==> src/rtl/pti_pkg.sv <==
package pti_pkg;

    typedef enum logic [2:0] {
        OUT_NORMAL      = 3'd0,
        OUT_DISC_DATA   = 3'd1,
        OUT_DISC_NODATA = 3'd2,
        OUT_RETRY       = 3'd3,
        OUT_TABORT      = 3'd4,
        OUT_MABORT      = 3'd5
    } pti_outcome_e;

    typedef enum logic [1:0] {
        ST_IDLE    = 2'd0,
        ST_ADDR    = 2'd1,
        ST_DATA    = 2'd2,
        ST_RELEASE = 2'd3
    } pti_state_e;

    // Result of evaluating one data-phase edge.
    typedef struct packed {
        logic         xfer;   // a data word completes on this edge
        logic         term;   // the transaction ends on this edge
        pti_outcome_e code;   // outcome if term is set
    } pti_event_t;

    // STOP# without TRDY#: retry if nothing moved yet, else disconnect.
    function automatic pti_outcome_e stop_nodata_code(input logic words_zero);
        return words_zero ? OUT_RETRY : OUT_DISC_NODATA;
    endfunction

endpackage

==> src/rtl/pti_decode_timer.sv <==
module pti_decode_timer #(
    parameter int ABORT_CLK = 6,
    parameter int CNT_W     = 3
) (
    input  logic             clk,
    input  logic             rst,
    input  logic             load_i,
    input  logic             addr_i,
    input  logic             window_i,
    input  logic             devsel_n_i,
    output logic             claim_o,
    output logic             timeout_o,
    output logic             claimed_o,
    output logic [CNT_W-1:0] slot_o
);
    localparam logic [CNT_W-1:0] LAST_EDGE  = CNT_W'(ABORT_CLK - 1);
    localparam logic [CNT_W-1:0] FIRST_SLOT = CNT_W'(2);

    logic [CNT_W-1:0] cnt_q;
    logic             claimed_q;
    logic [CNT_W-1:0] slot_q;

    // cnt_q holds the number of the edge about to be sampled.
    assign claim_o   = window_i & ~devsel_n_i & (cnt_q >= FIRST_SLOT);
    assign timeout_o = window_i &  devsel_n_i & (cnt_q == LAST_EDGE);

    always_ff @(posedge clk) begin
        if (rst) begin
            cnt_q     <= '0;
            claimed_q <= 1'b0;
            slot_q    <= '0;
        end else if (load_i) begin
            cnt_q     <= CNT_W'(1);
            claimed_q <= 1'b0;
            slot_q    <= '0;
        end else if (addr_i) begin
            cnt_q <= FIRST_SLOT;
        end else if (claim_o) begin
            claimed_q <= 1'b1;
            slot_q    <= cnt_q;
        end else if (window_i && cnt_q != LAST_EDGE) begin
            cnt_q <= cnt_q + CNT_W'(1);
        end
    end

    assign claimed_o = claimed_q;
    assign slot_o    = slot_q;
endmodule

==> src/rtl/pti_term_classify.sv <==
module pti_term_classify
    import pti_pkg::*;
(
    input  logic       data_i,
    input  logic       claimed_i,
    input  logic       claim_i,
    input  logic       devsel_n_i,
    input  logic       trdy_n_i,
    input  logic       stop_n_i,
    input  logic       words_zero_i,
    input  logic       last_i,
    output pti_event_t ev_o
);
    logic engaged;
    assign engaged = data_i & (claimed_i | claim_i);

    always_comb begin
        ev_o = '{xfer: 1'b0, term: 1'b0, code: OUT_NORMAL};
        if (engaged) begin
            if (!stop_n_i) begin
                if (!devsel_n_i) begin
                    ev_o.term = 1'b1;
                    if (!trdy_n_i) begin
                        ev_o.xfer = 1'b1;
                        ev_o.code = OUT_DISC_DATA;
                    end else begin
                        ev_o.code = stop_nodata_code(words_zero_i);
                    end
                end else if (claimed_i) begin
                    ev_o.term = 1'b1;
                    ev_o.code = OUT_TABORT;
                end
            end else if (!trdy_n_i && !devsel_n_i) begin
                ev_o.xfer = 1'b1;
                ev_o.term = last_i;
                ev_o.code = OUT_NORMAL;
            end
        end
    end
endmodule

==> src/rtl/pti_bus_seq.sv <==
module pti_bus_seq
    import pti_pkg::*;
#(
    parameter int LEN_W = 8
) (
    input  logic             clk,
    input  logic             rst,
    input  logic             start_i,
    input  logic [LEN_W-1:0] len_i,
    input  pti_event_t       ev_i,
    input  logic             timeout_i,
    output pti_state_e       state_o,
    output logic             load_o,
    output logic             frame_n_o,
    output logic             irdy_n_o,
    output logic             done_o,
    output pti_outcome_e     outcome_o,
    output logic [LEN_W-1:0] words_o,
    output logic             last_o,
    output logic             words_zero_o
);
    localparam logic [LEN_W-1:0] ONE = LEN_W'(1);
    localparam logic [LEN_W-1:0] TWO = LEN_W'(2);

    pti_state_e       state_q;
    logic             frame_n_q, irdy_n_q, done_q;
    pti_outcome_e     outcome_q;
    logic [LEN_W-1:0] words_q, rem_q;

    assign load_o       = start_i & (state_q == ST_IDLE);
    assign last_o       = (rem_q == ONE);
    assign words_zero_o = (words_q == '0);

    always_ff @(posedge clk) begin
        if (rst) begin
            state_q   <= ST_IDLE;
            frame_n_q <= 1'b1;
            irdy_n_q  <= 1'b1;
            done_q    <= 1'b0;
            outcome_q <= OUT_NORMAL;
            words_q   <= '0;
            rem_q     <= '0;
        end else begin
            done_q <= 1'b0;
            case (state_q)
                ST_IDLE: begin
                    if (start_i) begin
                        rem_q     <= (len_i == '0) ? ONE : len_i;
                        words_q   <= '0;
                        outcome_q <= OUT_NORMAL;
                        frame_n_q <= 1'b0;
                        irdy_n_q  <= 1'b1;
                        state_q   <= ST_ADDR;
                    end
                end
                ST_ADDR: begin
                    irdy_n_q  <= 1'b0;
                    frame_n_q <= (rem_q == ONE);
                    state_q   <= ST_DATA;
                end
                ST_DATA: begin
                    if (timeout_i) begin
                        frame_n_q <= 1'b1;
                        outcome_q <= OUT_MABORT;
                        state_q   <= ST_RELEASE;
                    end else if (ev_i.term) begin
                        outcome_q <= ev_i.code;
                        if (ev_i.xfer) words_q <= words_q + ONE;
                        if (!frame_n_q) begin
                            frame_n_q <= 1'b1;
                            state_q   <= ST_RELEASE;
                        end else begin
                            irdy_n_q <= 1'b1;
                            done_q   <= 1'b1;
                            state_q  <= ST_IDLE;
                        end
                    end else if (ev_i.xfer) begin
                        words_q   <= words_q + ONE;
                        rem_q     <= rem_q - ONE;
                        frame_n_q <= (rem_q == TWO);
                    end
                end
                ST_RELEASE: begin
                    irdy_n_q <= 1'b1;
                    done_q   <= 1'b1;
                    state_q  <= ST_IDLE;
                end
                default: state_q <= ST_IDLE;
            endcase
        end
    end

    assign state_o   = state_q;
    assign frame_n_o = frame_n_q;
    assign irdy_n_o  = irdy_n_q;
    assign done_o    = done_q;
    assign outcome_o = outcome_q;
    assign words_o   = words_q;
endmodule

==> src/rtl/pti_status.sv <==
module pti_status (
    input  logic       clk,
    input  logic       rst,
    input  logic       mabort_set_i,
    input  logic       tabort_set_i,
    input  logic [1:0] clr_i,
    output logic       mabort_sts_o,
    output logic       tabort_sts_o,
    output logic       mabort_pulse_o
);
    logic ma_q, ta_q, pulse_q;

    // A new event wins over a clear strobe in the same cycle.
    always_ff @(posedge clk) begin
        if (rst) begin
            ma_q    <= 1'b0;
            ta_q    <= 1'b0;
            pulse_q <= 1'b0;
        end else begin
            ma_q    <= (ma_q & ~clr_i[0]) | mabort_set_i;
            ta_q    <= (ta_q & ~clr_i[1]) | tabort_set_i;
            pulse_q <= mabort_set_i;
        end
    end

    assign mabort_sts_o   = ma_q;
    assign tabort_sts_o   = ta_q;
    assign mabort_pulse_o = pulse_q;
endmodule

==> src/rtl/pci_term_ctl.sv <==
module pci_term_ctl
    import pti_pkg::*;
#(
    parameter int LEN_W     = 8,
    parameter int ABORT_CLK = 6,
    parameter int CNT_W     = $clog2(ABORT_CLK + 1)
) (
    input  logic             clk,
    input  logic             rst,
    input  logic             start_i,
    input  logic [LEN_W-1:0] len_i,
    input  logic             devsel_n_i,
    input  logic             trdy_n_i,
    input  logic             stop_n_i,
    input  logic [1:0]       sts_clr_i,
    output logic             frame_n_o,
    output logic             irdy_n_o,
    output logic             busy_o,
    output logic             done_o,
    output logic [2:0]       outcome_o,
    output logic [LEN_W-1:0] words_o,
    output logic [CNT_W-1:0] claim_slot_o,
    output logic             mabort_sts_o,
    output logic             tabort_sts_o,
    output logic             mabort_pulse_o
);
    pti_state_e   state;
    pti_event_t   ev;
    pti_outcome_e outcome;
    logic load, claim, timeout, claimed, last, words_zero;
    logic in_data, in_addr, window;

    assign in_data = (state == ST_DATA);
    assign in_addr = (state == ST_ADDR);
    assign window  = in_data & ~claimed;

    pti_decode_timer #(.ABORT_CLK(ABORT_CLK), .CNT_W(CNT_W)) u_timer (
        .clk(clk), .rst(rst), .load_i(load), .addr_i(in_addr),
        .window_i(window), .devsel_n_i(devsel_n_i),
        .claim_o(claim), .timeout_o(timeout), .claimed_o(claimed),
        .slot_o(claim_slot_o)
    );

    pti_term_classify u_class (
        .data_i(in_data), .claimed_i(claimed), .claim_i(claim),
        .devsel_n_i(devsel_n_i), .trdy_n_i(trdy_n_i), .stop_n_i(stop_n_i),
        .words_zero_i(words_zero), .last_i(last), .ev_o(ev)
    );

    pti_bus_seq #(.LEN_W(LEN_W)) u_seq (
        .clk(clk), .rst(rst), .start_i(start_i), .len_i(len_i),
        .ev_i(ev), .timeout_i(timeout), .state_o(state), .load_o(load),
        .frame_n_o(frame_n_o), .irdy_n_o(irdy_n_o), .done_o(done_o),
        .outcome_o(outcome), .words_o(words_o), .last_o(last),
        .words_zero_o(words_zero)
    );

    pti_status u_sts (
        .clk(clk), .rst(rst), .mabort_set_i(timeout),
        .tabort_set_i(ev.term && ev.code == OUT_TABORT),
        .clr_i(sts_clr_i), .mabort_sts_o(mabort_sts_o),
        .tabort_sts_o(tabort_sts_o), .mabort_pulse_o(mabort_pulse_o)
    );

    assign busy_o    = (state != ST_IDLE);
    assign outcome_o = outcome;
endmodule

==> config.mk <==
export PLATFORM = sky130hd
export DESIGN_NAME = pci_term_ctl
export DESIGN_NICKNAME = d
export VERILOG_FILES = /design/src/rtl/pti_pkg.sv /design/src/rtl/pti_decode_timer.sv /design/src/rtl/pti_term_classify.sv /design/src/rtl/pti_bus_seq.sv /design/src/rtl/pti_status.sv /design/src/rtl/pci_term_ctl.sv
export SDC_FILE = /design/constraint.sdc
export NUM_CORES = 1
export LEC_CHECK = 0
export ABC_CLOCK_PERIOD_IN_PS = 3400
export CAP_MARGIN = 0
export CORE_MARGIN = 2
export CORE_UTILIZATION = 45
export CTS_CLUSTER_DIAMETER = 120
export DETAILED_ROUTE_END_ITERATION = 8
export DONT_BUFFER_PORTS = 1
export PLACE_DENSITY = 0.57
export SLEW_MARGIN = 10
export SYNTH_ARGS = -nofsm -noshare
export SYNTH_HDL_FRONTEND = slang
export SYNTH_SLANG_ARGS = --single-unit
==> constraint.sdc <==
create_clock -name clk -period 3.4 [get_ports clk]
set_input_delay 0.68 -clock clk [delete_from_list [all_inputs] [get_ports clk]]
set_output_delay 0.68 -clock clk [all_outputs]
set_load 0.01 [all_outputs]
==> Yosys cells after proc, flatten, opt, wreduce, memory -nomap -nowiden <==
Cells that the tools add are included.
Widths: inputs -> output; s select.
{ "totals": {"ff_bits": 34, "latch_bits": 0, "mem_bits_rw": 0, "romBits": 0, "input_bits": 16, "out_inout_bits": 21, "wordCells": 126, "memories": 0} }
{ "op_classes": {"addsub": 3, "multipliers": 0, "div_mod_pow": 0, "magnitude_cmp": 1, "n_eq_ne": 18, "shift": 0, "muxes": 46, "bitwise": 18, "n_reduce_logical": 25} }
{ "ops": {"columns": ["op", "n"], "rows": [
  ["$mux 8", 8],
  ["$pmux 8 s2", 2],
  ["$logic_not 8->1", 2],
  ["$mux 1", 15],
  ["$mux 5", 3],
  ["$mux 2", 7],
  ["$mux 3", 4],
  ["$ne 2x2->1 const B", 6],
  ["$reduce_and 2->1", 5],
  ["$and 1x1->1", 9],
  ["$add 8x1->8 const B", 1],
  ["$eq 8x1->1 const B", 1],
  ["$eq 8x2->1 const B", 1],
  ["$mux 4", 2],
  ["$pmux 2 s4", 1],
  ["$reduce_and 4->1", 2],
  ["$sub 8x1->8 const B", 1],
  ["$eq 3x3->1 const B", 2],
  ["$ne 3x3->1 const B", 2],
  ["$not 1->1", 6],
  ["$pmux 3 s2", 1],
  ["$reduce_and 3->1", 2],
  ["$reduce_bool 2->1", 3],
  ["$reduce_bool 3->1", 2],
  ["other kinds (17)", 23]
]} }

==> Logic depth before layout (Yosys ltp) <==
{ "logic_depth": {"word_depth": 11, "mapped_depth": 8, "mapped_depth_nobuf": 7} }

==> Cells and area by module <==
Synthesis repeated with hierarchy kept, for this count alone.
{ "hier_totals": {"hier_cells": 250, "area_unflattened_um2": 2185.8} }
{ "by_module_without_submodules": {"columns": ["mod", "n_inst", "cells_per_inst", "area_each_um2", "seq_area_each_um2"], "rows": [
  ["pti_bus_seq", 1, 175, 1540.2, 480.5],
  ["pti_decode_timer", 1, 47, 406.6, 140.1],
  ["pti_term_classify", 1, 13, 103.8, 0.0],
  ["pti_status", 1, 10, 93.8, 60.1],
  ["pci_term_ctl", 1, 5, 41.3, 0.0]
]} }

==> Worst setup path before layout <==
OpenSTA, ideal clock, no wires.
{ "synth_path": {"path_type": "in2reg", "from": "input devsel_n_i", "to": "register u_seq.rem_q[1]", "setup_ns": 0.136, "t_arrival_ns": 1.867, "required_time_ns": 3.264, "slack_ns": 1.397, "path_stages": 5, "n_path_buf": 0, "cell_sequence": "or3b_1 -> o22ai_2 -> nand2_2 -> a2111oi_0 -> a211oi_1"} }
{ "synth_between": {"elab_chain_cells": 8, "word_cells_on_any_way": 18, "classes_between": "3 x eq/ne; 5 x mux; 7 x bitwise; 3 x reduce/logical"} }
{ "synth_rtl": {"columns": ["item", "line_no", "text"], "rows": [
  ["start: declaration", "pci_term_ctl.sv:12", "input logic devsel_n_i,"],
  ["$not 1->1", "pti_decode_timer.sv:24", "assign claim_o = window_i & ~devsel_n_i & (cnt_q >= FIRST_SLOT);"],
  ["$and 1x1->1 (2 in a row)", "pti_decode_timer.sv:24", null],
  ["$or 1x1->1", "pti_term_classify.sv:15", "assign engaged = data_i & (claimed_i | claim_i);"],
  ["$and 1x1->1", "pti_term_classify.sv:15", null],
  ["$mux 5", "pti_term_classify.sv:19", "if (engaged) begin"],
  ["$ne 2x2->1 (no line)", null, null],
  ["$reduce_and 5->1 (no line) *", null, null],
  ["end signal: assignment", "pti_bus_seq.sv:48", "rem_q <= (len_i == '0) ? ONE : len_i;"],
  ["end signal: assignment", "pti_bus_seq.sv:79", "rem_q <= rem_q - ONE;"],
  ["end: declaration", "pti_bus_seq.sv:28", "logic [LEN_W-1:0] words_q, rem_q;"]
]} }
Mark *: on every way between the ends. The rest lies on a longest branch, timed or not.
A chain may end at the register's enable or synchronous reset.

==> Worst setup path in the final report <==
{ "layout_path": {"from": "register u_seq.state_q[0] (netlist: u_seq.state_o[0])", "to": "register u_seq.rem_q[6]"} }
{ "layout_between": {"elab_chain_cells": 9, "word_cells_on_any_way": 17, "classes_between": "5 x eq/ne; 2 x mux; 7 x bitwise; 3 x reduce/logical"} }
{ "layout_rtl": {"columns": ["item", "line_no", "text"], "rows": [
  ["start: declaration", "pti_bus_seq.sv:25", "pti_state_e state_q;"],
  ["start signal: assignment", "pti_bus_seq.sv:36", "state_q <= ST_IDLE;"],
  ["start signal: assignment", "pti_bus_seq.sv:53", "state_q <= ST_ADDR;"],
  ["start signal: assignment", "pti_bus_seq.sv:59", "state_q <= ST_DATA;"],
  ["$eq 2x2->1", "pti_bus_seq.sv:45, pci_term_ctl.sv:33", null],
  ["$and 1x1->1", "pci_term_ctl.sv:35", "assign window = in_data & ~claimed;"],
  ["$and 1x1->1 (2 in a row)", "pti_decode_timer.sv:24", null],
  ["$or 1x1->1", "pti_term_classify.sv:15", null],
  ["$and 1x1->1", "pti_term_classify.sv:15", null],
  ["$mux 5", "pti_term_classify.sv:19", null],
  ["$ne 2x2->1 (no line)", null, null],
  ["$reduce_and 5->1 (no line)", null, null]
]} }
Several ways; a longest one is shown, not always the timed one.

==> impl_results.md <==
* Element type at the critical path end: register
* Simple-gate share of the synthesized area at 24.0%
* Layout area overhead at 6.45%
* Cell internal power dissipation at 0.790 mW
* Vias in the first global route at 1628
* Mux cell area share after synthesis at 2.63%
* Maximum capacitance violations at 0
* First-pass GRT wire length at 7650 um
* Worst hold-check path type: primary input to register
* Achievable clock frequency at 387 MHz
* Min-Delay Endpoint: u_sts.mabort_sts_o$_SDFF_PP0_
* Relative contribution of the clock network to total power at 23.8%
* Number of buffers added by the clock tree synthesis step at 5
* Starting density of the core at 47.2%
* Synth Area per Inst at 8.16 um2
* Worst-skew pair later-pin latency at 0.29 ns
* Worst setup path category: register to register
* Stage delay of the slowest cell on the critical path at 0.52 ns
* # clock sinks at 34
* Combined global-route utilization of all metal layers at 19.8%
* Count of pins over their slew limit at 0
* RePlAce Congestion at 0.825
* Number of nets produced by synthesis at 261
* Crit-path max FO at 15
* Initial antenna violation count at 0
* Final critical-path setup slack at 0.814 ns
* Filler Cell Count at 392
* Post-CTS setup buffer count at 0
* Hold buffer count at cts at 0
* Setup Total Neg Slack at 0 ns
* Slew headroom at 39.3%
* Floorplan Core Area at 4030 um2
* Post-CTS Resized at 0
* Worst hold path depth at 1
* Total half-perimeter wirelength after legalization and detailed placement at 3440 um
* Post-route antenna net violation count at 0
* Number of placement rows at 23
* Beginning of the worst register-to-register path: u_seq.state_o[0]$_SDFFE_PP0P_
* Worst Reg2Reg Path Length in Cells at 7
* # IOs at 37
* I/O Buffers at 0
* Max rail drop VDD at 324 uV
* Post-synth top area cell: dfxtp_1
* Average routed wire per standard cell at 16.5 um
* Total area of multi-input combinational cells at 1130 um2
* WL final at 4680 um
* Yosys warnings at 0
* Horizontal die dimension at 69.0 um
* Xor and xnor area share after synthesis at 3.68%
* Crit path launch type: register
* Count of H-tree levels built during CTS at 2
* Clock buffer depth at 2
* Largest net degree at the start of global routing at 21
* Async set-or-reset flop fraction in the synthesized netlist at 0%
* Area of all sequential standard cells at 681 um2
* Most common flop cell mapped by yosys: dfxtp_1
* Comb power frac at 36.5%
* Hold violation count in the final report at 0
* Root buffer cell: clkbuf_8
* Final worst clock skew at 0.00479 ns
* Vias per std cell at 6.28
* Iteration-0 DRC Markers at 85
* Worst reg2reg endpoint: u_seq.rem_q[6]$_SDFFE_PP0P_
* Run status: completed
* Hold_sp: rst
* Gate Count Post-Synth at 233
* Number of enable flip-flop cells after synthesis at 0
* Critical-path cell list: inv_1, ha_1, or3b_1, o22ai_2, nand2_2, o311ai_0, o31ai_1
* Number of distinct library cells after synthesis at 45
* Arrival time of the worst setup path at 2.74 ns
* Worst-case setup slack after placement at 0.867 ns
* Largest cells by area after synthesis: dfxtp_1, ha_1, nor2_1
* Register-to-register setup slack at 0.81 ns
* Number of remaining DRC errors at 0
* Data required, critical path at 3.56 ns
* Number of iterations in the first detailed-routing pass at 4
* Number of vias in the routed layout at 1784
* Sequential group share of total power at 39.7%
* N_diodes at 0
* P per Cell Area at 650 nW/um2
* Fraction of final layout cells sized beyond drive strength 1 at 4.70%
* Largest family of logic cells by synthesized area: simple AND/OR/NAND/NOR gates
* Final setup vio count at 0
* Worst Tran Pin Value at 0.901 ns
* Fraction of the mapped netlist area in compound gates at 21.0%
* Area share of the largest cell type after synthesis at 35.8%
* Share of the clock period used by the worst path after layout at 76.1%
* Post-route minimum period at 2.59 ns
* Layout net count at 261
* Area of the die at 4760 um2
* Switching share of power at 40.0%
* Leakage dissipation at 0.766 nW
* Register area share after synthesis at 35.8%
* Congestion Overflow GR at 0
* Adder-cell share of the synthesized area at 7.89%
* Unrepaired setup endpoints after global routing: no
* Post-CTS clock slew at the launch and capture registers of the worst setup and hold paths at 0.07 ns
* CTS tree: built
* Post-synthesis cell area at 1900 um2
* Die extent in y at 69.0 um
* Slowest stage cell, crit path: ha_1
* Net load switching power at 0.527 mW
* Number of flip-flops and latches in the synthesized netlist at 34
## power by group through the flow
stage / registers (mW) / logic (mW) / clock network (mW)
3_5_place_dp: 0.530 / 0.473 / 0
3_3_place_gp: 0.528 / 0.463 / 0
5_1_grt: 0.531 / 0.541 / 0.337
2_1_floorplan: 0.516 / 0.377 / 0
6_report: 0.523 / 0.480 / 0.313
4_1_cts: 0.522 / 0.477 / 0.318
## stage by stage
stage	util [%]	instance area, um2	instances	total power [mW]	hold WS (ns)
2_1_floorplan	-	1900	233	0.893	0.453
3_3_place_gp	48.0	1930	276	0.990	0.477
3_5_place_dp	48.0	1930	276	1.00	0.483
4_1_cts	50.2	2020	284	1.32	0.453
5_1_grt	50.2	2020	284	1.41	0.446
6_report	50.2	2020	284	1.32	0.457
## synthesized netlist by cell type, types with 4 or more instances
library cell / instances
dfxtp_1: 34
nor2_1: 30
inv_1: 16
a21oi_1: 14
ha_1: 12
nand2_1: 12
nor3_1: 12
o21ai_0: 10
nand3_1: 8
a211oi_1: 6
and3_1: 6
xor2_1: 6
clkbuf_1: 5
mux2i_1: 5
nand4_1: 4
nor2b_1: 4
nor4_1: 4
o31ai_1: 4
## critical path, delay by kind of cell (launching register included)
| kind | cells | cell delay [ns] |
|---|---|---|
| AOI/OAI and AO/OA | 3 | 0.80 |
| adders and majority gates | 1 | 0.52 |
| and+or+nand+nor | 2 | 0.65 |
| buffers and inverters | 1 | 0.13 |
| DFF | 1 | 0.34 |
## flip-flops by register name (all words and copies together), names as in the netlist
name / cells
u_timer.slot_o: 3
u_seq.rem_q: 8
u_sts.mabort_sts_o: 1
u_seq.irdy_n_o: 1
u_seq.words_o: 8
u_seq.state_o: 2
u_sts.mabort_pulse_o: 1
u_sts.tabort_sts_o: 1
u_seq.frame_n_o: 1
u_seq.outcome_o: 3
u_timer.claimed_o: 1
u_timer.cnt_q: 3
u_seq.done_o: 1
## metal layers
layer  share of wire (%)  GRT usage [%]  vias up
met5                   0              0        -
met4                 1.8           6.97        0
met3                 7.2           6.58       13
met2                  45           31.1       84
met1                  46           25.4      837
li1                    -              -      850
## how the worst max path moves through the flow
| stage | start | endpoint | slack, ns | cells past startpoint |
|---|---|---|---|---|
| 6_report | u_seq.state_o[0]$_SDFFE_PP0P_ | u_seq.rem_q[6]$_SDFFE_PP0P_ | 0.81 | 7 |
| 5_1_grt | u_seq.state_o[0]$_SDFFE_PP0P_ | u_seq.rem_q[1]$_SDFFE_PP0P_ | 0.52 | 7 |
| 4_1_cts | u_seq.state_o[0]$_SDFFE_PP0P_ | u_seq.rem_q[1]$_SDFFE_PP0P_ | 0.84 | 7 |
| 3_5_place_dp | u_seq.state_o[0]$_SDFFE_PP0P_ | u_seq.rem_q[1]$_SDFFE_PP0P_ | 0.87 | 7 |
| 3_3_place_gp | u_seq.state_o[0]$_SDFFE_PP0P_ | u_seq.rem_q[6]$_SDFFE_PP0P_ | 1.00 | 7 |
| 2_1_floorplan | devsel_n_i | u_seq.rem_q[1]$_SDFFE_PP0P_ | 1.40 | 5 |
## cells in the final DEF (no fill, tap or decap), drive strengths merged, types with 4 or more instances in the layout
cell type,instances
a211oi,6
a21oi,14
and3,6
clkbuf,7
dfxtp,34
ha,12
inv,16
mux2i,5
nand2,14
nand3,8
nand4,4
nor2,30
nor2b,4
nor3,12
nor4,4
o21ai,10
o311ai,4
o31ai,4
xor2,6
## logic make-up (layout without fill, tap and decap cells)
kind of cell	after synthesis	after routing
simple gates	92	92
xor+xnor	8	8
buf+inv	24	25
fa+ha+maj	12	12
mux	5	5
flops	34	34
compound gates	58	58
## layout make-up
cell class                 count  share of cell area (%)
tap                           50                    3.09
sequential                    34                    33.6
inverter                      17                    3.15
multi-input combinational    175                    55.6
clock inverter                 1                   0.247
clock buffer                   7                    4.26
No activity file was read; power rests on OpenSTA's default activity.
